**src/rtl/sig_rev_xlate_pkg.sv**
```systemverilog
package sig_rev_xlate_pkg;

    typedef enum logic {
        LK_MISS = 1'b0,
        LK_HIT  = 1'b1
    } lk_e;

    localparam int unsigned USER_PRIO = 0;

    function automatic logic is_user(input int unsigned prio);
        return prio == USER_PRIO;
    endfunction

endpackage

```
**src/rtl/sig_rev_xlate_slot.sv**
```systemverilog
module sig_rev_xlate_slot #(
    parameter int PPN_W  = 8,
    parameter int VPN_W  = 8,
    parameter int PC_W   = 16,
    parameter int PRIO_W = 2
) (
    input  logic              clk,
    input  logic              rst,
    input  logic              inv_all,
    input  logic              wr_sel,
    input  logic              inv_sel,
    input  logic [PPN_W-1:0]  wr_ppn,
    input  logic [VPN_W-1:0]  wr_vpn,
    input  logic [PRIO_W-1:0] wr_prio,
    input  logic [PC_W-1:0]   wr_pc,
    input  logic [PPN_W-1:0]  lk_ppn,
    output logic              valid,
    output logic              match,
    output logic [VPN_W-1:0]  vpn,
    output logic [PRIO_W-1:0] prio,
    output logic [PC_W-1:0]   pc
);

    logic [PPN_W-1:0] ppn_q;

    always_ff @(posedge clk) begin
        if (rst || inv_all || inv_sel) begin
            valid <= 1'b0;
        end else if (wr_sel) begin
            valid <= 1'b1;
        end
        if (wr_sel) begin
            ppn_q <= wr_ppn;
            vpn   <= wr_vpn;
            prio  <= wr_prio;
            pc    <= wr_pc;
        end
    end

    assign match = valid && (ppn_q == lk_ppn);

    p_inv_all_r9: assert property (@(posedge clk) disable iff (rst)
        inv_all |=> !valid);

    p_inv_one_r8: assert property (@(posedge clk) disable iff (rst)
        inv_sel |=> !valid);

    p_load_r10: assert property (@(posedge clk) disable iff (rst)
        (wr_sel && !inv_sel && !inv_all) |=> (valid && pc == $past(wr_pc) && vpn == $past(wr_vpn)));

endmodule

```
**src/rtl/sig_rev_xlate_pick.sv**
```systemverilog
module sig_rev_xlate_pick #(
    parameter int N = 4,
    localparam int IDX_W = (N > 1) ? $clog2(N) : 1
) (
    input  logic             clk,
    input  logic             rst,
    input  logic [N-1:0]     match,
    output logic             hit,
    output logic [IDX_W-1:0] idx
);

    always_comb begin
        hit = 1'b0;
        idx = '0;
        for (int i = N - 1; i >= 0; i--) begin
            if (match[i]) begin
                hit = 1'b1;
                idx = IDX_W'(i);
            end
        end
    end

    p_lowest_r7: assert property (@(posedge clk) disable iff (rst)
        hit |-> (match[idx] && ((match & ((N'(1) << idx) - N'(1))) == '0)));

    p_none_r6: assert property (@(posedge clk) disable iff (rst)
        (match == '0) |-> !hit);

endmodule

```
**src/rtl/sig_rev_xlate.sv**
```systemverilog
module sig_rev_xlate
    import sig_rev_xlate_pkg::*;
#(
    parameter int ADDR_W  = 32,
    parameter int OFS_W   = 12,
    parameter int PC_W    = 32,
    parameter int PRIO_W  = 2,
    parameter int ENTRIES = 8,
    parameter logic [PC_W-1:0] DEFAULT_PC = '0,
    localparam int IDX_W = (ENTRIES > 1) ? $clog2(ENTRIES) : 1,
    localparam int PPN_W = ADDR_W - OFS_W
) (
    input  logic              clk,
    input  logic              rst,
    input  logic              wr_en,
    input  logic              inv_en,
    input  logic              inv_all,
    input  logic [IDX_W-1:0]  wr_idx,
    input  logic [PPN_W-1:0]  wr_ppn,
    input  logic [ADDR_W-1:0] wr_va,
    input  logic [PC_W-1:0]   wr_pc,
    input  logic              req_valid,
    input  logic [ADDR_W-1:0] req_pa,
    output logic              rsp_valid,
    output logic              rsp_hit,
    output logic [PC_W-1:0]   rsp_pc,
    output logic [ADDR_W-1:0] rsp_va,
    output logic [PRIO_W-1:0] rsp_prio,
    output logic              rsp_user
);

    localparam logic [PRIO_W-1:0] MISS_PRIO = '1;

    logic [ENTRIES-1:0] slot_valid;
    logic [ENTRIES-1:0] slot_match;
    logic [PPN_W-1:0]   slot_vpn  [ENTRIES];
    logic [PRIO_W-1:0]  slot_prio [ENTRIES];
    logic [PC_W-1:0]    slot_pc   [ENTRIES];
    logic               any_hit;
    logic [IDX_W-1:0]   hit_idx;

    for (genvar g = 0; g < ENTRIES; g++) begin : g_slot
        sig_rev_xlate_slot #(
            .PPN_W (PPN_W),
            .VPN_W (PPN_W),
            .PC_W  (PC_W),
            .PRIO_W(PRIO_W)
        ) u_slot (
            .clk    (clk),
            .rst    (rst),
            .inv_all(inv_all),
            .wr_sel (wr_en && (wr_idx == IDX_W'(g))),
            .inv_sel(inv_en && (wr_idx == IDX_W'(g))),
            .wr_ppn (wr_ppn),
            .wr_vpn (wr_va[ADDR_W-1:OFS_W]),
            .wr_prio(wr_va[PRIO_W-1:0]),
            .wr_pc  (wr_pc),
            .lk_ppn (req_pa[ADDR_W-1:OFS_W]),
            .valid  (slot_valid[g]),
            .match  (slot_match[g]),
            .vpn    (slot_vpn[g]),
            .prio   (slot_prio[g]),
            .pc     (slot_pc[g])
        );
    end

    sig_rev_xlate_pick #(.N(ENTRIES)) u_pick (
        .clk  (clk),
        .rst  (rst),
        .match(slot_match),
        .hit  (any_hit),
        .idx  (hit_idx)
    );

    lk_e lk_res;
    assign lk_res = any_hit ? LK_HIT : LK_MISS;

    always_ff @(posedge clk) begin
        if (rst) begin
            rsp_valid <= 1'b0;
            rsp_hit   <= 1'b0;
            rsp_pc    <= '0;
            rsp_va    <= '0;
            rsp_prio  <= '0;
            rsp_user  <= 1'b0;
        end else begin
            rsp_valid <= req_valid;
            if (req_valid) begin
                if (lk_res == LK_HIT) begin
                    rsp_hit  <= 1'b1;
                    rsp_pc   <= slot_pc[hit_idx];
                    rsp_va   <= {slot_vpn[hit_idx], req_pa[OFS_W-1:0]};
                    rsp_prio <= slot_prio[hit_idx];
                    rsp_user <= is_user(int'(slot_prio[hit_idx]));
                end else begin
                    rsp_hit  <= 1'b0;
                    rsp_pc   <= DEFAULT_PC;
                    rsp_va   <= req_pa;
                    rsp_prio <= MISS_PRIO;
                    rsp_user <= 1'b0;
                end
            end
        end
    end

    p_reset_r1: assert property (@(posedge clk) disable iff (rst)
        $past(rst) |-> (!rsp_valid && slot_valid == '0));

    p_resp_r2: assert property (@(posedge clk) disable iff (rst)
        req_valid |=> rsp_valid);

    p_idle_r2: assert property (@(posedge clk) disable iff (rst)
        !req_valid |=> !rsp_valid);

    p_offset_r4: assert property (@(posedge clk) disable iff (rst)
        req_valid |=> (rsp_va[OFS_W-1:0] == $past(req_pa[OFS_W-1:0])));

    p_miss_r6: assert property (@(posedge clk) disable iff (rst)
        (req_valid && slot_match == '0) |=>
            (!rsp_hit && rsp_va == $past(req_pa) && rsp_pc == DEFAULT_PC));

    p_flush_r9: assert property (@(posedge clk) disable iff (rst)
        inv_all |=> ($countones(slot_valid) == 0));

endmodule

```
**config.mk**
```make
export PLATFORM = sky130hd
export DESIGN_NAME = sig_rev_xlate
export DESIGN_NICKNAME = d
export VERILOG_FILES = /design/src/rtl/sig_rev_xlate_pkg.sv /design/src/rtl/sig_rev_xlate_slot.sv /design/src/rtl/sig_rev_xlate_pick.sv /design/src/rtl/sig_rev_xlate.sv
export SDC_FILE = /design/constraint.sdc
export NUM_CORES = 1
export LEC_CHECK = 0
export BUFFER_PORTS_ARGS = -buffer_cell sky130_fd_sc_hd__clkbuf_2
export CAP_MARGIN = 10
export CORE_ASPECT_RATIO = 0.6
export CORE_MARGIN = 1.5
export CORE_UTILIZATION = 50
export CTS_CLUSTER_DIAMETER = 50
export DETAILED_ROUTE_END_ITERATION = 10
export HOLD_SLACK_MARGIN = 0.1
export PLACE_DENSITY_LB_ADDON = 0.12
export SLEW_MARGIN = 20
export SYNTH_ARGS = -nofsm -noshare
export SYNTH_HDL_FRONTEND = slang
export SYNTH_SLANG_ARGS = --single-unit
```
**constraint.sdc**
```tcl
create_clock -name clk -period 14.5 [get_ports clk]
set_clock_uncertainty 0.2 [all_clocks]
set_input_delay 2.175 -clock clk [delete_from_list [all_inputs] [get_ports clk]]
set_output_delay 2.175 -clock clk [all_outputs]
set_load 0.05 [all_outputs]
```
==> results.toml <==
[grt]
grt_remaining_overflow = 0
vias_in_the_first_global_route = 13851
grt_use_total_pct = 23.7
number_of_antenna_violations_at_the_first_check_in_global_routing = 5
grt_first_pass_wirelength_um = 93600
grt_max_degree = 56

[synth]
synth_ff_type = "edfxtp_1"
asyncSetResetFlopFracSynth_pct = 0
synth.net_count = 1588
synth_area_leader_cell = "edfxtp_1"
synth_commonest_cells = "592 x edfxtp_1, 128 x xnor2_1, 112 x nand2_1"
synth.mux.area_fraction_pct = 10.0
number_of_enable_flip_flop_cells_after_synthesis = 592
synthAdderAreaFrac_pct = 0
yosys_register_bits = 669
synth_top_family_by_area = "multiplexers"
synth_area_leaders = "edfxtp_1 68%, mux4_2 6.9%, dfxtp_1 5.9%"
yosysSeqAreaShare_pct = 73.9
synth_xor_xnor_area_share_pct = 5.41
post_synth_and_or_nand_nor_area_fraction_pct = 5.71
share_of_the_synthesized_area_in_compound_gates_ao_oa_aoi_oai_pct = 3.42
post-synth-top-count-cell = "edfxtp_1"
synthDominantCellAreaShare_pct = 68.0
post_syn_instances = 1463
synth.cell_area_mm2 = 0.0262
synth_area_per_cell_um2 = 17.9
synth_warnings = 0
synth_cell_type_count = 55

[floorplan]
die_x_um = 298
i_o_pins = 194
initial_core_util_pct = 51.0
floorplan.rows = 64
floorplan.core_area_mm2 = 0.0513
fp.dieArea_mm2 = 0.0537
die_height_um = 180

[setup_path]
critical_path.startpoint_type = "input port"
worstPathArrival_ps = 7200
worst_setup_path_startpoint = "req_pa[24]"
rrSetupSlack_ps = 9210
worstSetupPathType = "in -> reg"
worstSetupEndpointType = "flop"
worst_r2r_endpoint = "rsp_pc[15]"
reg2regPathDepth = 10
worst_r2r_startpoint = "g_slot[7].u_slot.ppn_q[12]"
crit_fanout = 52
critPathRequiredTime_ps = 14800

[drt]
routedLengthMet1_um = 29800
dr_wl_met2_um = 27100
detail_route.iter0.violations = 1395
detailedRoute.firstPassIterationCount = 5
detail_route.wl_per_cell_um = 26.3
drcViolationCount = 0
vias_per_cell = 5.79
postRouteWirelength_um = 63400
detailroute.via_count = 13947
topRoutingLayerUsed = "met5"
met3_length_um = 5490
drt.antenna.violating_nets = 0

[sta]
final_critical_path_setup_slack_ps = 7610
timing.fmax_mhz = 145
timing.setup.tns_ps = 0
finalSetupViolations = 0
slew_headroom_pct = 22.8
rsz0062_at_grt = "no"
timing.hold.ws_ps = 235
tightest_slew_ps = 1150
timing.final.max_slew_violations = 0
layout_worst_path_cycle_share_pct = 47.5
finalHoldViolCount = 0
time_the_final_worst_path_needs_with_i_o_delays_and_setup_ps = 6890

[clock_tree]
htree_num_levels = 2
clk_path_buf_depth = 3
clock-sinks = 669
cts.repair.resized = 0
path_clk_slew_ps = 60
root_buffer = "clkbuf_16"
postCtsSetupBuffers = 0
cts_hold_buffers = 0
number_of_clock_buffers_inserted_by_tritoncts = 61
tritoncts_clock_tree = "yes"
clock_latency_late_sink_ps = 610

[min_path]
holdCritPathClass = "reg -> reg"
timing.hold.worst_path_depth = 2
terminating_pin_of_the_worst_hold_path = "rsp_pc[21]"
hold_start = "rsp_pc[21]"

[final_layout]
nets = 1788
area_growth_pct = 14.1
post_route_cells_drive_above_1_share_pct = 25.0
fillers = 3928

[place]
globalplace.congestion = 0.891
dpl.hpwl_um = 38100
buffer_ports.inserted = 183
pre_cts_slack_ps = 7070

[power]
vdd_drop_max_mv = 0.106
leakage_nw = 9.97
post-layout-total-power_mw = 4.02
power.density_cell_area_mw_per_mm2 = 135

[run_status]
outcome = "complete, no violations"

[job]
max_cap_viol_count = 0
==> layout make-up <==
| class | instances | area [µm²] | area share [%] |
|---|---|---|---|
| Timing Repair Buffer | 206 | 1090 | 3.65 |
| Multi-Input combinational cell | 722 | 6520 | 21.8 |
| Sequential cell | 669 | 19300 | 64.7 |
| Tap cell | 693 | 867 | 2.91 |
| Clock buffer | 85 | 1690 | 5.65 |
| Inverter | 3 | 11.3 | 0.0377 |
| Clock inverter | 29 | 342 | 1.14 |
| Antenna cell | 3 | 7.51 | 0.0252 |
==> per-layer routing <==
metal  track usage (%)  vias up
met1              37.2     7145
met3              5.50       84
met4              4.91        4
li1                  -     6191
met2              33.9      523
met5                 0        -
==> placed cells by master (no fill, tap or decap), drive strengths merged, types with 9 or more instances in the layout <==
cell type  synthesis  layout
mux2              16      16
nor2              34      34
a22oi             53      53
dfxtp             77      77
nand4             56      56
nand2            112     112
clkbuf            19     268
edfxtp           592     592
xnor2            130     130
buf               50      23
xor2              30      30
mux4              80      80
nor4              18      18
nand3             18      18
mux2i             64      64
clkinv             0      17
nand2b             9       9
==> kinds of logic after synthesis <==
group           Yosys count
flops                   669
compound gates          111
xor+xnor                160
simple gates            291
buf+inv                  72
mux                     160
==> state kept, by name (all words and copies together), names as in the netlist <==
register / cells
rsp_pc: 32
rsp_hit: 1
g_slot.u_slot.valid: 8
g_slot.u_slot.vpn: 160
g_slot.u_slot.ppn_q: 160
g_slot.u_slot.pc: 256
g_slot.u_slot.prio: 16
rsp_user: 1
rsp_va: 32
rsp_prio: 2
rsp_valid: 1
==> power breakdown <==
group          internal (mW)  switching (mW)
Clock                  0.937           0.702
Sequential              2.16          0.0181
Combinational         0.0595           0.143
==> how the worst max path moves through the flow <==
| stage | cells past startpoint | endpoint |
|---|---|---|
| floorplan | 3 | g_slot[0].u_slot.valid |
| global placement | 11 | rsp_pc[15] |
| detailed placement | 11 | rsp_pc[15] |
| CTS | 11 | rsp_pc[15] |
| global route | 11 | rsp_pc[18] |
| finish | 11 | rsp_pc[15] |
==> through the flow <==
stage | instance area (µm²) | utilization (%) | cells
after floorplan | 26200 | - | 1463
after global placement | 27800 | 54.2 | 2293
after detailed placement | 27800 | 54.2 | 2293
after CTS | 29800 | 58.1 | 2407
after global routing | 29800 | 58.1 | 2410
final | 29800 | 58.1 | 2410
==> worst max-delay path: stages <==
cell      delay [ps]
clkbuf_2         300
xnor2_1          670
nand4_1          160
nor4_1           660
nand4_1          340
nand4_1          240
and2_4           780
buf_4            880
mux4_2           600
a22oi_1          230
nand2_1           70
Power figures use the tool's default switching activity.
